$ cat config.mk
export PLATFORM = sky130hd
export DESIGN_NAME = irq_leaf_unit
export DESIGN_NICKNAME = d
export VERILOG_FILES = /design/src/rtl/irq_leaf_pkg.sv /design/src/rtl/irq_leaf_decode.sv /design/src/rtl/irq_leaf_ident.sv /design/src/rtl/irq_leaf_rdmux.sv /design/src/rtl/irq_leaf_unit.sv
export SDC_FILE = /design/constraint.sdc
export NUM_CORES = 1
export LEC_CHECK = 0
export CELL_PAD_IN_SITES_DETAIL_PLACEMENT = 1
export CELL_PAD_IN_SITES_GLOBAL_PLACEMENT = 2
export CORE_MARGIN = 3
export CORE_UTILIZATION = 30
export DETAILED_ROUTE_END_ITERATION = 6
export PLACE_DENSITY = 0.87
export SLEW_MARGIN = 20
export SYNTH_ARGS = -nofsm -noshare
export SYNTH_HDL_FRONTEND = slang
export SYNTH_SLANG_ARGS = --single-unit
$ cat constraint.sdc
create_clock -name clk -period 3.3 [get_ports clk]
set_input_delay 0.825 -clock clk [delete_from_list [all_inputs] [get_ports clk]]
set_output_delay 0.825 -clock clk [all_outputs]
set_load 0.02 [all_outputs]
$ cat src/rtl/irq_leaf_pkg.sv
package irq_leaf_pkg;
  localparam int OFF_LEVEL  = 'h0;
  localparam int OFF_MASK   = 'h4;
  localparam int OFF_IDENT  = 'h8;
  localparam int OFF_ENABLE = 'hC;

  typedef enum logic [1:0] {
    SEL_LEVEL  = 2'd0,
    SEL_MASK   = 2'd1,
    SEL_IDENT  = 2'd2,
    SEL_ENABLE = 2'd3
  } reg_sel_e;

  typedef struct packed {
    logic     hit;
    reg_sel_e sel;
  } reg_dec_t;
endpackage

$ cat src/rtl/irq_leaf_decode.sv
module irq_leaf_decode
  import irq_leaf_pkg::*;
#(
  parameter int ADDR_W = 4
) (
  input  logic [ADDR_W-1:0] addr,
  output reg_dec_t          dec
);
  always_comb begin
    dec.hit = 1'b1;
    dec.sel = SEL_LEVEL;
    if (addr == ADDR_W'(OFF_LEVEL))        dec.sel = SEL_LEVEL;
    else if (addr == ADDR_W'(OFF_MASK))    dec.sel = SEL_MASK;
    else if (addr == ADDR_W'(OFF_IDENT))   dec.sel = SEL_IDENT;
    else if (addr == ADDR_W'(OFF_ENABLE))  dec.sel = SEL_ENABLE;
    else                                   dec.hit = 1'b0;
  end
endmodule

$ cat src/rtl/irq_leaf_ident.sv
module irq_leaf_ident #(
  parameter int NUM_EVT = 32
) (
  input  logic               clk,
  input  logic               rst,
  input  logic [NUM_EVT-1:0] set_vec,
  input  logic [NUM_EVT-1:0] clr_vec,
  output logic [NUM_EVT-1:0] ident_q,
  output logic [NUM_EVT-1:0] ident_d
);
  for (genvar i = 0; i < NUM_EVT; i++) begin : g_bit
    // set has priority over clear in the same cycle
    assign ident_d[i] = set_vec[i] | (ident_q[i] & ~clr_vec[i]);
    always_ff @(posedge clk) begin
      if (rst) ident_q[i] <= 1'b0;
      else     ident_q[i] <= ident_d[i];
    end
  end

  // a bit only rises when its set request was present
  p_no_spurious_set_r3: assert property (@(posedge clk) disable iff (rst)
    1'b1 |=> ((ident_q & ~$past(ident_q) & ~$past(set_vec)) == '0));
  // a cleared bit with no concurrent set is gone
  p_w1c_r4: assert property (@(posedge clk) disable iff (rst)
    1'b1 |=> ((ident_q & $past(clr_vec & ~set_vec)) == '0));
  // a set request always leaves the bit set
  p_event_wins_r5: assert property (@(posedge clk) disable iff (rst)
    1'b1 |=> (($past(set_vec) & ~ident_q) == '0));
endmodule

$ cat src/rtl/irq_leaf_rdmux.sv
module irq_leaf_rdmux
  import irq_leaf_pkg::*;
#(
  parameter int NUM_EVT = 32
) (
  input  logic               clk,
  input  logic               rst,
  input  logic               rd_en,
  input  reg_dec_t           dec,
  input  logic [NUM_EVT-1:0] level,
  input  logic [NUM_EVT-1:0] mask,
  input  logic [NUM_EVT-1:0] ident,
  input  logic [NUM_EVT-1:0] enable,
  output logic [NUM_EVT-1:0] rdata_q
);
  logic [NUM_EVT-1:0] sel_data;

  always_comb begin
    sel_data = '0;
    if (dec.hit) begin
      unique case (dec.sel)
        SEL_LEVEL:  sel_data = level;
        SEL_MASK:   sel_data = mask;
        SEL_IDENT:  sel_data = ident;
        SEL_ENABLE: sel_data = enable;
        default:    sel_data = '0;
      endcase
    end
  end

  always_ff @(posedge clk) begin
    if (rst)        rdata_q <= '0;
    else if (rd_en) rdata_q <= sel_data;
  end

  // a read of an unused offset returns zero on the next cycle
  p_miss_reads_zero_r9: assert property (@(posedge clk) disable iff (rst)
    (rd_en && !dec.hit) |=> (rdata_q == '0));
endmodule

$ cat src/rtl/irq_leaf_unit.sv
module irq_leaf_unit
  import irq_leaf_pkg::*;
#(
  parameter int NUM_EVT = 32,
  parameter int ADDR_W  = 4
) (
  input  logic               clk,
  input  logic               rst,
  input  logic               bus_wr_en,
  input  logic               bus_rd_en,
  input  logic [ADDR_W-1:0]  bus_addr,
  input  logic [NUM_EVT-1:0] bus_wdata,
  output logic [NUM_EVT-1:0] bus_rdata,
  input  logic [NUM_EVT-1:0] evt_in,
  output logic [NUM_EVT-1:0] pend_vec,
  output logic               pend_any
);
  reg_dec_t           dec;
  logic               wr_mask, wr_ident, wr_enable;
  logic [NUM_EVT-1:0] mask_q, en_q, en_d;
  logic [NUM_EVT-1:0] ident_q, ident_d;
  logic [NUM_EVT-1:0] set_vec, clr_vec;
  logic [NUM_EVT-1:0] pend_q;
  logic               any_q;

  irq_leaf_decode #(.ADDR_W(ADDR_W)) u_dec (
    .addr (bus_addr),
    .dec  (dec)
  );

  assign wr_mask   = bus_wr_en && dec.hit && (dec.sel == SEL_MASK);
  assign wr_ident  = bus_wr_en && dec.hit && (dec.sel == SEL_IDENT);
  assign wr_enable = bus_wr_en && dec.hit && (dec.sel == SEL_ENABLE);

  assign set_vec = evt_in & ~mask_q;
  assign clr_vec = wr_ident ? bus_wdata : '0;
  assign en_d    = wr_enable ? bus_wdata : en_q;

  irq_leaf_ident #(.NUM_EVT(NUM_EVT)) u_ident (
    .clk     (clk),
    .rst     (rst),
    .set_vec (set_vec),
    .clr_vec (clr_vec),
    .ident_q (ident_q),
    .ident_d (ident_d)
  );

  always_ff @(posedge clk) begin
    if (rst) begin
      mask_q <= '1;
      en_q   <= '0;
      pend_q <= '0;
      any_q  <= 1'b0;
    end else begin
      if (wr_mask) mask_q <= bus_wdata;
      en_q   <= en_d;
      pend_q <= ident_d & en_d;
      any_q  <= |(ident_d & en_d);
    end
  end

  irq_leaf_rdmux #(.NUM_EVT(NUM_EVT)) u_rd (
    .clk     (clk),
    .rst     (rst),
    .rd_en   (bus_rd_en),
    .dec     (dec),
    .level   (evt_in),
    .mask    (mask_q),
    .ident   (ident_q),
    .enable  (en_q),
    .rdata_q (bus_rdata)
  );

  assign pend_vec = pend_q;
  assign pend_any = any_q;

  // the upstream vector tracks identity gated by enable
  p_pend_match_r7: assert property (@(posedge clk) disable iff (rst)
    1'b1 |=> (pend_vec == (ident_q & en_q)));
  // the summary flag follows the vector
  p_any_match_r7: assert property (@(posedge clk) disable iff (rst)
    1'b1 |=> (pend_any == (pend_vec != '0)));
  // the mask only changes on a write to its offset
  p_mask_stable_r6: assert property (@(posedge clk) disable iff (rst)
    !wr_mask |=> $stable(mask_q));
endmodule

==> results.md <==
Timing:
- The clock skew is 0.00748 ns.
- Setup violations remaining at the end of the flow were counted as 0.
- The tightest hold margin is 0.488 ns.
- The count of pins over their slew limit is 0.
- At the pin with the least slew margin, the transition time is 0.559 ns.
- Based on the critical path, the design can be clocked at up to 355 MHz.
- Setup repair after global routing left no endpoint under its margin.
- The number of hold-slack violations in the final timing report is 0.
- The final setup TNS is 0 ns.
- The final period demand of the worst path is 2.82 ns.
- The final critical-path share of the clock period is 85.3%.
- Setup slack on the critical path of the routed design comes to 0.485 ns.
- In this run the tightest slew margin relative to its limit is 62.7%.

Setup path:
- The count of buffer and inverter cells on the critical path is 2.
- For the worst setup path, the data required time is 3.62 ns.
- The delay of the slowest cell on the worst path is 0.60 ns.
- The signal arrival time at the worst endpoint is 3.13 ns.
- In this run the worst path has a maximum fanout of 21.
- The top cell family by delay on the critical path is simple AND/OR/NAND/NOR gates.
- The worst setup path is captured at a flop.
- The signal on the critical path passes through clkdlybuf4s50_1, and4bb_1, buf_12, nand3b_1, a21oi_1, o22ai_1, or4_1, o41a_1.
- The cell with the largest stage delay on the worst path is or4_1.
- The setup path with the least slack is of type input pin to flop.
- The startpoint class of the critical path is an input pin.

Place:
- Before CTS, the worst setup slack after placement is 0.0833 ns.
- The count of buffers added on input and output ports is 136.
- The estimated wirelength of the detail-placed design is 19000 um.
- In this run, placement finished with an instance count of 1384.
- Routability-driven placement finished with a final weighted congestion of 0.814.

Detailed routing:
- Detailed routing placed a total of 1050 um of wire on met3.
- The routed layout has 7465 vias.
- The vias per cell is 5.27.
- The number of antenna-violating nets in the routed design is 0.
- The first detailed-routing pass ran for 5 iterations.
- The routed length on met2 is 13600 um.
- The final layout contains routed wiring with a total length of 27400 um.
- The number of design-rule violations left by the first detailed-router iteration is 345.
- The highest metal layer used by the detailed router is met4.
- The routed length on met1 is 12300 um.
- The DRC violation count after routing is 0.
- The routed wirelength normalized by instance count is 19.3 um.

Layout:
- The post-route netlist has 7.20% of its cells at a drive strength greater than 1.
- The number of antenna diodes in the final layout is 0.
- The area growth from synthesis to final layout is 34.4%.
- The final cell utilization of the core is 41.6%.
- Counting the fill cells in the layout gives 2829.
- The finished layout holds 1416 standard cells, fillers aside.
- In the final design database the tool counted 1156 nets.

Clock tree:
- In this run, post-CTS repair resized a total of 0 instances.
- CTS placed an instance of clkbuf_16 at the clock tree root.
- The insertion delay to the later sink of the worst-skew pair is 0.44 ns.
- After clock tree synthesis, the clock-pin slew on the worst setup and hold paths is 0.07 ns.
- Counting along the longest clock path gives a buffer depth of 2.
- The TritonCTS clock tree is built.
- For this design, the sink count on the clock tree is 161.
- For this design, the CTS-stage hold fixing added 0 buffers.
- In this run the post-CTS setup repair buffer count came out at 0.
- The H-tree generated during clock tree synthesis spans 4 levels.
- The number of clock buffers inserted by TritonCTS is 17.

Yosys:
- Yosys printed 0 warnings.
- When the netlist entered floorplanning its net count stood at 1030.
- The number of enable flip-flop cells after synthesis is 0.
- The most area-hungry cell type in the Yosys netlist is dfxtp_1.
- By area the synthesized netlist is led by dfxtp_1, nand2_1, a21oi_1.
- The sequential fraction of the synthesis area is 43.5%.
- In this run the cell area of the synthesized design comes to 7400 sq um.
- The number of different library cells in the post-synthesis netlist is 33.
- In the synthesized netlist, the number of instances is 958.
- Counting flops with an async set or reset pin after synthesis yields a share of 0%.
- A synthesized cell averages 7.73 sq um.
- The synthesized flop and latch total is 161.
- For this run, the leading register cell type out of synthesis is dfxtp_1.
- The share of synthesized area in the top cell type comes to 43.5%.

Global routing:
- The total overflow reported by the global router is 0.
- The via count of the first global-routing pass came to 7849.
- The global routing usage summed across all routing layers is 20.8%.
- The first global-routing pass estimated 43100 um of wire.
- The number of antenna violations at the first check in global routing is 0.
- Entering global routing, the biggest net connects 60 pins.

Job:
- The total of max-cap violations is 0.

Hold path:
- The path class of the tightest hold or removal check is flop to flop.

Die:
- The overall die height is 163 um.
- The placement row count is 56.
- The die footprint is 26600 sq um.
- After floorplanning, the core was sized to cover 23900 sq um.
- The horizontal die dimension is 163 um.
- For this configuration, the core starts out at a cell density of 31.0%.
- In this run the count of I/O pins placed on the die edge is 137.

Pwr:
- The leakage power figure is 3.81 nW.
- VDD sags by at most 0.301 mV.
- Dividing total power by cell area gives a power density of 466 nW/um^2.

Run status:
- The flow ran to the end, and the final reports show no timing, DRC or antenna violations.
-- stage by stage --
stage	power, W	area, sq um
floorplan	0.00225	7400
global placement	0.00249	9300
detailed placement	0.00249	9300
CTS	0.00468	9950
global route	0.00481	9950
finish	0.00464	9950
-- sequential cells by signal, indices dropped and copies added, names as in the netlist --
register / cells
en_q: 32
mask_q: 32
pend_any: 1
pend_vec: 32
u_ident.ident_q: 32
u_rd.rdata_q: 32
-- power breakdown --
group          switching, W  internal (W)  total (W)
Combinational      0.000258      0.000197   0.000455
Sequential        0.0000236       0.00197    0.00200
Clock              0.000856       0.00133    0.00219
-- layout make-up --
cell class	instances	area, sq um	share of cell area, %
multi-input combinational	703	3830	38.5
sequential	161	3220	32.4
timing repair buffer	175	1750	17.6
clock buffer	20	467	4.69
tap	319	399	4.01
clock inverter	12	181	1.82
inverter	26	97.6	0.981
-- kinds of logic (layout without fill, tap and decap cells) --
kind of cell | after synthesis | count (layout) | share of synthesized area (%)
and+or+nand+nor | 375 | 375 | 22.4
buffers and inverters | 94 | 233 | 5.10
DFF | 161 | 161 | 43.5
AOI/OAI and AO/OA | 292 | 292 | 24.1
muxes | 36 | 36 | 4.87
-- routing by layer --
layer / vias up / global-route usage (%)
met5: - / 0
met4: 0 / 5.57
met3: 28 / 3.37
met2: 167 / 36.8
met1: 3693 / 26.2
li1: 3577 / -
-- Yosys cell counts, types with 2 or more instances --
| library cell | n |
|---|---|
| o22ai_1 | 32 |
| buf_1 | 5 |
| nor3_1 | 6 |
| nand3b_1 | 10 |
| o31ai_1 | 23 |
| o21ai_0 | 59 |
| nand4_1 | 3 |
| buf_6 | 2 |
| clkbuf_1 | 55 |
| nor2_1 | 72 |
| o211ai_1 | 22 |
| a21oi_1 | 98 |
| mux2i_1 | 36 |
| a211oi_1 | 8 |
| nor3b_1 | 2 |
| dfxtp_1 | 161 |
| buf_2 | 5 |
| nand3_1 | 9 |
| o22a_1 | 8 |
| nand2_1 | 205 |
| nor2b_1 | 64 |
| a2bb2oi_1 | 3 |
| inv_1 | 26 |
| a22oi_1 | 35 |
-- path summary, 6_finish.rpt --
path / start / endpoint / slack, ns / cells after the start
max: bus_addr[0] / pend_any$_SDFF_PP0_ / 0.48 / 8
min: mask_q[7]$_SDFFE_PP1P_ / mask_q[7]$_SDFFE_PP1P_ / 0.49 / 2
max reg2reg: mask_q[9]$_SDFFE_PP1P_ / pend_any$_SDFF_PP0_ / 1.33 / 6
min reg2reg: mask_q[7]$_SDFFE_PP1P_ / mask_q[7]$_SDFFE_PP1P_ / 0.49 / 2
-- placed cells by master, fill, tap and decap left out, types with 4 or more instances in the layout --
cell / netlist / final
a21oi_1: 98 / 98
dfxtp_1: 161 / 161
o22ai_1: 32 / 32
clkinv_4: 0 / 5
a22oi_1: 35 / 35
nand2_1: 205 / 205
inv_1: 26 / 26
buf_4: 1 / 32
a211oi_1: 8 / 8
nor3_1: 6 / 5
o21ai_0: 59 / 58
o22a_1: 8 / 8
clkbuf_16: 0 / 17
nand3b_1: 10 / 10
clkdlybuf4s50_1: 0 / 134
nor2_1: 72 / 70
mux2i_1: 36 / 36
o211ai_1: 22 / 22
nand3_1: 9 / 9
bufinv_16: 0 / 4
buf_12: 0 / 8
nor2b_1: 64 / 64
o31ai_1: 23 / 23
-- worst reg2reg max path, stage by stage (launching register included) --
cell	delay [ns]
dfxtp_1	0.37
nor2b_1	0.10
nand3b_1	0.16
a21oi_1	0.15
o22ai_1	0.10
or4_1	0.60
o41a_1	0.39
Power figures use the tool's default switching activity.
